### src/rtl/bseq_pkg.sv
package bseq_pkg;

    // Burst order selected by the static mode input
    typedef enum logic {
        ORD_XOR = 1'b0,   // interleaved: low bits = start ^ beat
        ORD_SEQ = 1'b1    // linear: low bits = start + beat (mod burst length)
    } order_e;

    // Number of beats in one burst; the counter width is derived from it
    localparam int unsigned BURST_BEATS = 4;

endpackage

### src/rtl/bseq_counter.sv
module bseq_counter #(
    parameter  int unsigned BEATS = bseq_pkg::BURST_BEATS,
    localparam int unsigned CW    = $clog2(BEATS)
) (
    input  logic          clk,
    input  logic          rst_n,
    input  logic          load,
    input  logic          step,
    output logic [CW-1:0] beat_o
);

    typedef struct packed {
        logic [CW-1:0] beat;
    } cnt_t;

    cnt_t st_d, st_q;

    // Load clears the count and wins over step; the count wraps naturally
    always_comb begin
        st_d = st_q;
        if (load) begin
            st_d.beat = '0;
        end else if (step) begin
            st_d.beat = st_q.beat + CW'(1);
        end
    end

    always_ff @(posedge clk or negedge rst_n) begin
        if (!rst_n) begin
            st_q <= '0;
        end else begin
            st_q <= st_d;
        end
    end

    assign beat_o = st_q.beat;

endmodule

### src/rtl/bseq_base.sv
module bseq_base #(
    parameter  int unsigned AW = 17,
    parameter  int unsigned CW = 2,
    localparam int unsigned UW = AW - CW
) (
    input  logic          clk,
    input  logic          rst_n,
    input  logic          load,
    input  logic [AW-1:0] ext_addr,
    output logic [UW-1:0] upper_o,
    output logic [CW-1:0] start_lo_o
);

    typedef struct packed {
        logic [UW-1:0] upper;
        logic [CW-1:0] start_lo;
    } base_t;

    base_t st_d, st_q;

    // Captured address is only replaced by a start strobe
    always_comb begin
        st_d = st_q;
        if (load) begin
            st_d.upper    = ext_addr[AW-1:CW];
            st_d.start_lo = ext_addr[CW-1:0];
        end
    end

    always_ff @(posedge clk or negedge rst_n) begin
        if (!rst_n) begin
            st_q <= '0;
        end else begin
            st_q <= st_d;
        end
    end

    assign upper_o    = st_q.upper;
    assign start_lo_o = st_q.start_lo;

endmodule

### src/rtl/bseq_order.sv
module bseq_order
    import bseq_pkg::*;
#(
    parameter int unsigned CW = 2
) (
    input  order_e        mode,
    input  logic [CW-1:0] start_lo,
    input  logic [CW-1:0] beat,
    output logic [CW-1:0] lo_o
);

    logic [CW-1:0] xor_lo;
    logic [CW-1:0] seq_lo;

    // Interleaved order: each low bit flips independently with the beat count
    for (genvar i = 0; i < CW; i++) begin : g_xor_bit
        assign xor_lo[i] = start_lo[i] ^ beat[i];
    end

    // Linear order: modular add, wraps within the burst window
    assign seq_lo = start_lo + beat;

    always_comb begin
        unique case (mode)
            ORD_SEQ: lo_o = seq_lo;
            default: lo_o = xor_lo;
        endcase
    end

endmodule

### src/rtl/bseq_top.sv
module bseq_top
    import bseq_pkg::*;
#(
    parameter  int unsigned AW = 17,
    localparam int unsigned CW = $clog2(BURST_BEATS),
    localparam int unsigned UW = AW - CW
) (
    input  logic          clk,
    input  logic          rst_n,
    input  logic          cpu_start,
    input  logic          ctl_start,
    input  logic          step,
    input  logic          order_lin,
    input  logic [AW-1:0] ext_addr,
    output logic [AW-1:0] arr_addr
);

    logic          any_start;
    logic [CW-1:0] beat_q;
    logic [UW-1:0] upper_q;
    logic [CW-1:0] start_lo_q;
    logic [CW-1:0] lo_bits;
    order_e        mode;

    assign any_start = cpu_start | ctl_start;
    assign mode      = order_e'(order_lin);

    bseq_counter #(
        .BEATS (BURST_BEATS)
    ) u_counter (
        .clk    (clk),
        .rst_n  (rst_n),
        .load   (any_start),
        .step   (step),
        .beat_o (beat_q)
    );

    bseq_base #(
        .AW (AW),
        .CW (CW)
    ) u_base (
        .clk        (clk),
        .rst_n      (rst_n),
        .load       (any_start),
        .ext_addr   (ext_addr),
        .upper_o    (upper_q),
        .start_lo_o (start_lo_q)
    );

    bseq_order #(
        .CW (CW)
    ) u_order (
        .mode     (mode),
        .start_lo (start_lo_q),
        .beat     (beat_q),
        .lo_o     (lo_bits)
    );

    assign arr_addr = {upper_q, lo_bits};

endmodule

### config.mk
export PLATFORM = sky130hd
export DESIGN_NAME = bseq_top
export DESIGN_NICKNAME = d
export VERILOG_FILES = /design/src/rtl/bseq_pkg.sv /design/src/rtl/bseq_counter.sv /design/src/rtl/bseq_base.sv /design/src/rtl/bseq_order.sv /design/src/rtl/bseq_top.sv
export SDC_FILE = /design/constraint.sdc
export NUM_CORES = 1
export LEC_CHECK = 0
export ABC_AREA = 1
export ABC_CLOCK_PERIOD_IN_PS = 1160
export BUFFER_PORTS_ARGS = -buffer_cell sky130_fd_sc_hd__buf_2
export CAP_MARGIN = 25
export CORE_MARGIN = 1
export CORE_UTILIZATION = 44
export DETAILED_ROUTE_END_ITERATION = 10
export PLACE_DENSITY = 0.76
export SYNTH_ARGS = -nofsm -noshare
export SYNTH_HDL_FRONTEND = slang
export SYNTH_HIERARCHICAL = 1
export SYNTH_SLANG_ARGS = --single-unit
### constraint.sdc
create_clock -name clk -period 1.16 [get_ports clk]
set_input_delay 0.232 -clock clk [delete_from_list [all_inputs] [get_ports clk]]
set_output_delay 0.232 -clock clk [all_outputs]
set_load 0.01 [all_outputs]
Yosys cells after proc, flatten, opt, wreduce, memory -nomap -nowiden

Index checks and enable logic that the tools add are counted.

Word-level logic and storage cells: 12
Input bits: 23
Output and inout port bits: 17
Bits in registers: 19

$add $sub $neg: 2
Bitwise gates (word level): 3
Reductions and logical operators: 1
Muxes and demuxes: 3

Operators by type and width:

| kind                                                          | count |
|---|---|
| 2-bit 2-to-1 mux                                              | 3 |
| 2-bit by 1-bit adder with 2-bit output, second input constant | 1 |
| 2-bit adder                                                   | 1 |
| 2-bit nonzero test                                            | 1 |
| 1-bit XOR                                                     | 2 |
| 1-bit bitwise OR                                              | 1 |

Depth between registers and ports, before layout

Gate-level depths: netlist (run 1).

Word-level depth: 3
Depth in mapped cells: 7
Depth with buffers taken out: 6

By module

The synthesis (run 1) kept the hierarchy.

Modules (own cells, without submodules):

| module       | cells each | area an instance (um2) | seq. area each (um2) | times used |
|---|---|---|---|---|
| bseq_base    | 72         | 680.7                  | 425.4                | 1 |
| bseq_counter | 11         | 86.3                   | 50.0                 | 1 |
| bseq_order   | 13         | 60.1                   | 0.0                  | 1 |
| bseq_top     | 3          | 11.3                   | 0.0                  | 1 |

Least setup slack after synthesis (run 1)

Ideal clock, no wire load.

Kind: register -> output
Start point: register u_counter.st_q (netlist bit u_counter/beat_o[0])
End point: output arr_addr[1]
Buffers on the path: 0
Data required time: 928 ps
Arrival: 859 ps
Setup slack: 69 ps
Stages on the path, launching flop included: 7
Cells stage by stage: dfrtp_1 ha_1 nand2_1 inv_1 nand3_1 nand2_1 inv_1

Word-level cells in the longest chain between the ends: 2

Ends and longest elaborated chain:

| what                   | line               | source |
|---|---|---|
| from (decl)            | bseq_counter.sv:16 | `cnt_t st_d, st_q;` |
| from (signal assigned) | bseq_counter.sv:32 | `st_q <= st_d;` |
| 2-bit adder            | bseq_order.sv:21   | `assign seq_lo = start_lo + beat;` |
| 2-bit 2-to-1 mux       | bseq_order.sv:24   | `unique case (mode)` |
| to (decl)              | bseq_top.sv:15     | `output logic [AW-1:0] arr_addr` |

Every way passes these cells.

Worst setup path in the final report (run 1)

Same ends and word-level chain as after synthesis.

==> results.cfg, run 1 <==
[placed_design]
dp_hpwl_um = 1170
portBuffers = 39
placed_area_mm2 = 0.00105
place_congestion = 0.685

[worst_setup_path]
ff2ff_setup_slack_ps = 350
required_ps = 930
path_class = flop to output pin
reg2reg_depth = 3
worstReg2RegStart = u_counter/beat_o[0]$_DFFE_PN0P_
start_kind = flop
end_kind = output pin
cp_max_fo = 2
cp.arrival_ps = 1250
worst_r2r_endpoint = u_counter/beat_o[1]$_DFFE_PN0P_

[drt]
drc = 0
totalWireLength_um = 1650
wl_per_cell_um = 9.79
num_vias = 745
drt_iter0_drc = 9
viasPerCell = 4.43
firstDrtPassIters = 2
ant_nets = 0

[logic_synthesis]
ys_ff_latch = 19
synth_top_family_by_area = simple AND/OR/NAND/NOR gates
yosysSeqAreaShare = 0.567
synth_top_cell_area_share = 0.567
synth.area.mux_share = 0
synth_compound_area_frac = 0.00597
synth_area_um2 = 838
avgSynthCellArea_um2 = 8.47
yosys.area_share.simple = 0.319
syn-instance-count = 99
post_synth_num_cell_types = 12
yosysTopAreaCell = dfrtp_1
synthAdderAreaFrac = 0.0149
yosysWarnings = 6
synthXorXnorAreaFrac = 0
ys_top_cells_by_area = dfrtp_1, nand2_1, nand2_2, inv_1, nand3_1
syn_nets = 123

[timing]
finalCritPeriodShare = 1.28
setup_slack_ps = -322
rsz0062_at_grt = true
skew_ps = 0.192
max_freq_mhz = 675
setup_violations = 2
tightest_slew_ps = 416
slew_violations = 0
relSlewSlack = 0.723
hold_viol_final = 0
hold_ws_ps = 136
period_minus_slack_ps = 1480

[cts]
cts_tree = yes
postCtsSetupBuffers = 0
clkSinkCount = 19
cts_root_buffer = clkbuf_4
clk_pin_slew_ps = 110
cts-buffers-inserted = 3
clk_path_buf_depth = 2
clk_latency_ps = 280
cts_max_level = 1

[min_path]
min_from = ext_addr[6]
hold_end = u_base/upper_o[4]$_DFFE_PN0P_
hp-class = input pin to flop
hold_depth = 3

[final_layout]
area_growth_pct = 31.3
drive_gt1_frac = 0.392
final_area_mm2 = 0.00110
nNetsFinal = 168
antenna_cells = 0

[die]
die_h_um = 45.7
ios = 40
die_width_um = 45.7
core_mm2 = 0.00176
die_area_mm2 = 0.00208
start_util = 0.475
rows = 15

[flow_run]
maxCapViolations = 0

[pwr]
swShare = 0.274
p_sw_mw = 0.359
pwr_density_cell_mw_per_mm2 = 1190
p_leak_nw = 0.658
vdd_drop_max_mv = 0.682
power_mw = 1.31
pwr-share-clk = 0.247
p_int_mw = 0.952
combinationalPowerShare = 0.186
seqPwrFrac = 0.566

[global_route]
grt_max_degree = 20
grt_pass1_wl_um = 2560
grt_pass1_vias = 665
grt_overflow_total = 0
antenna_found_initial = 0
grt_use_total = 0.173

[run_status]
status = finished with violations
violations = setup timing
## power groups by stage
| stage | combinational [mW] | clock [mW] | sequential, mW |
|---|---|---|---|
| global placement | 0.228 | 0 | 0.754 |
| finish | 0.244 | 0.324 | 0.743 |
| detailed placement | 0.235 | 0 | 0.756 |
| global route | 0.274 | 0.364 | 0.749 |
| CTS | 0.248 | 0.336 | 0.744 |
| floorplan | 0.101 | 0 | 0.778 |
## registers in the layout (all words and copies together), names as in the netlist
| name | flops |
|---|---|
| u_base/start_lo_o | 2 |
| u_counter/beat_o | 2 |
| u_base/upper_o | 15 |
## Yosys cell counts
master and count:
clkbuf_8 1, nand2_1 56, nand2_2 5, inv_8 1, buf_8 1, nand3_1 3
ha_1 1, a21oi_1 1, inv_1 7, nor2_1 3, dfrtp_1 19, buf_6 1
## metrics by stage
stage / cells / setup TNS [ps] / worst slack (ps) / utilization
global route: 168 / -643 / -400 / 0.624
finish: 168 / -516 / -322 / 0.624
global placement: 163 / 0 / 22.9 / 0.594
floorplan: 99 / 0 / 69.0 / -
detailed placement: 163 / -30.0 / -30.0 / 0.594
CTS: 168 / -527 / -324 / 0.624
## timing repair
| action | CTS | global route |
|---|---|---|
| hold endpoints to repair | 19 | 0 |
| pin swaps | 4 | 0 |
| gates resized for setup | 5 | 0 |
| hold buffers | 1 | 0 |
| setup endpoints to repair | 2 | 2 |
## metal layers
layer | track usage | part of all wire | vias up
li1 | - | - | 381
met1 | 0.196 | 0.40 | 343
met2 | 0.317 | 0.55 | 19
met3 | 0.0278 | 0.042 | 2
met4 | 0.0727 | 0.0024 | 0
met5 | 0 | 0 | -
## how the worst max path moves through the flow
stage | from | endpoint | slack, ps | cells past startpoint
final | u_counter/beat_o[0]$_DFFE_PN0P_ | arr_addr[1] | -320 | 6
after global routing | u_counter/beat_o[0]$_DFFE_PN0P_ | arr_addr[1] | -400 | 6
after CTS | u_counter/beat_o[0]$_DFFE_PN0P_ | arr_addr[1] | -320 | 6
after detailed placement | u_base/start_lo_o[0]$_DFFE_PN0P_ | arr_addr[1] | -30 | 7
after global placement | u_base/start_lo_o[0]$_DFFE_PN0P_ | arr_addr[1] | 20 | 7
after floorplan | u_counter/beat_o[0]$_DFFE_PN0P_ | arr_addr[1] | 70 | 6
## critical path: stages (launching register included)
cell	delay, ps
dfrtp_1	400
ha_2	180
nand2_2	80
nand3_1	80
nand2_1	60
inv_1	30
buf_2	130
## cells by family after synthesis
| logic type | after synthesis |
|---|---|
| AO/OA/AOI/OAI | 1 |
| AND/OR/NAND/NOR | 67 |
| buffers and inverters | 11 |
| adder cells (fa/ha/maj) | 1 |
| flip-flops | 19 |
## layout make-up
| class | instances | area, µm² |
|---|---|---|
| Tap cell | 25 | 31.3 |
| Multi-Input combinational cell | 69 | 295 |
| Inverter | 8 | 37.5 |
| Clock inverter | 1 | 5.00 |
| Sequential cell | 19 | 475 |
| Clock buffer | 3 | 22.5 |
| Fill cell | 182 | 663 |
| Timing Repair Buffer | 43 | 234 |
## layout by cell type (no fill, tap or decap), drive strengths merged
cell	instances
dfrtp	19
dlygate4sd3	1
clkbuf	3
ha	1
nand3	3
buf	42
clkinv	1
nand2	61
a21oi	1
nor2	3
inv	8
Power figures use the tool's default switching activity.
==> run 2, diff against run 1 <==
CAP_MARGIN = 20   (was 25)
SETUP_SLACK_MARGIN = 0.3   (was not set)
==> run 2 against run 1 <==
  * The run still ends with setup timing left
  * Register-to-register slack got worse by 140 ps
  * Worst hold slack worse by 7.4 ps
  * Core utilization up 9.1 points
  * Setup slack improved by 15 ps
  * Sequential power barely moved
  * Combinational power up 36%
  * Maximum frequency up 1.1%
  * Clock skew is 5.6 ps higher
  * Highest routed layer unchanged
  * Largest power group unchanged
  * Via count is 7.0% higher
  * Clock-buffer cell count up 1
==> results.cfg, run 2 (synthesis results as in run 1) <==
[timing]
slew_violations = 0
rsz0062_at_grt = true
period_minus_slack_ps = 1470
tightest_slew_ps = 420
setup_violations = 2
setup_slack_ps = -307
hold_viol_final = 0
skew_ps = 5.76
finalCritPeriodShare = 1.26
max_freq_mhz = 682
relSlewSlack = 0.720

[worst_setup_path]
end_kind = output pin
start_kind = flop
worstReg2RegStart = u_counter/beat_o[0]$_DFFE_PN0P_
crit_path_cell_trace = ha_4 > nand2_4 > nand3_2 > nand2_2 > inv_2 > buf_6
ff2ff_setup_slack_ps = 210
path_class = flop to output pin
cp_slowest_cell = dfrtp_1
worst-path-buf-inv = 2
cp_max_fo = 2
required_ps = 930
path_delay_family = flip-flops
crit_path_start = u_base/start_lo_o[0]$_DFFE_PN0P_
cp.arrival_ps = 1230
max_stage_delay_ps = 430

[pwr]
p_leak_nw = 0.742
pwr_density_cell_mw_per_mm2 = 1110
vdd_drop_max_mv = 1.07
power_mw = 1.40

[run_status]
violations = setup timing
status = finished with violations

[flow_run]
maxCapViolations = 0

[die]
die_h_um = 45.7
start_util = 0.475
ios = 40
die_width_um = 45.7
die_area_mm2 = 0.00208
core_mm2 = 0.00176
rows = 15

[final_layout]
antenna_cells = 0
final_util = 0.715
fill_cells = 143
nNetsFinal = 182
drive_gt1_frac = 0.490
final_area_mm2 = 0.00126
final_common_cell = nand2_1
mostFrequentLayoutCells = nand2_1, buf_2, dfrtp_1, buf_4, nand2_2
largest_reg_flops = 15
final_cells = 182
area_growth_pct = 50.4

[min_path]
min_from = ext_addr[3]
hp-class = input pin to flop

[cts]
clk_pin_slew_ps = 100
cts_tree = yes
cts_root_buffer = clkbuf_4
clk_path_buf_depth = 2
cts-buffers-inserted = 3
clk_latency_ps = 290
clkSinkCount = 19
cts_max_level = 1

[global_route]
grt_overflow_total = 0
grt_max_degree = 20
antenna_found_initial = 0
grt_use_total = 0.187
grt_pass1_vias = 674
grt_pass1_wl_um = 2700

[placed_design]
place_congestion = 0.751
placed_area_mm2 = 0.00106
dpl.cell_count = 164
portBuffers = 39
dp_hpwl_um = 1230

[drt]
totalWireLength_um = 1920
drt_iter0_drc = 8
ant_nets = 0
num_vias = 797
wl_per_cell_um = 10.6
firstDrtPassIters = 4
viasPerCell = 4.38
drc = 0
-- run 2: cell types whose count changed in the layout (fill, tap and decap cells not counted), moves of 2 or more --
| cell | change |
|---|---|
| nand3_2 | +2 |
| buf_4 | +11 |
| buf_6 | +4 |
| nand2_1 | -4 |
| nand3_1 | -2 |
| nand2_2 | +3 |
-- run 2: where the power goes --
| group | switching, mW | internal [mW] | leakage, nW |
|---|---|---|---|
| clock | 0.192 | 0.134 | 0.0150 |
| combinational | 0.160 | 0.171 | 0.496 |
| sequential | 0.0287 | 0.713 | 0.230 |
| total | 0.380 | 1.02 | 0.742 |
-- run 2: worst paths after layout --
kind / endpoint / cells past startpoint
worst max-delay path: arr_addr[1] / 6
worst min-delay path: u_base/upper_o[1]$_DFFE_PN0P_ / 3
max in group asynchronous: u_base/start_lo_o[1]$_DFFE_PN0P_ / 2
worst min register to register: u_base/upper_o[13]$_DFFE_PN0P_ / 2
worst max register to register: u_counter/beat_o[1]$_DFFE_PN0P_ / 5
min in group asynchronous: u_base/upper_o[4]$_DFFE_PN0P_ / 2
-- run 2: per-stage QoR --
step	TNS, ps	worst slack (ps)	hold WS (ps)
after floorplan	0	91.0	-63.6
after global placement	0	33.9	187
after detailed placement	-12.1	-12.1	190
after CTS	-506	-306	127
after global routing	-575	-370	125
final	-463	-307	129
-- run 2: worst register-to-register path, cell delays in order (launching register included) --
cell and delay, ps:
dfrtp_1 420, buf_4 150, buf_6 120, nand3_2 60, nand2_1 50, nor2_1 100
-- run 2: final cells by class --
type	instances	area (µm²)	share of cell area
sequential	19	475	0.377
timing repair buffer	57	357	0.283
multi-input combinational	69	334	0.265
inverter	8	37.5	0.0298
tap	25	31.3	0.0248
clock buffer	4	26.3	0.0208
-- run 2: what timing repair did --
item	in CTS	in global routing
cloned	0	0
hold buffers	1	0
endpoints found under the hold margin	19	0
resized for setup	8	9
pin swaps	7	7
buffers inserted	9	4
setup endpoints to repair	17	19
-- run 2: routing by layer --
metal / up-vias / part of all wire / global-route usage
li1: 408 / - / -
met1: 366 / 0.39 / 0.213
met2: 19 / 0.57 / 0.331
met3: 4 / 0.022 / 0.0238
met4: 0 / 0.021 / 0.109
met5: - / 0 / 0
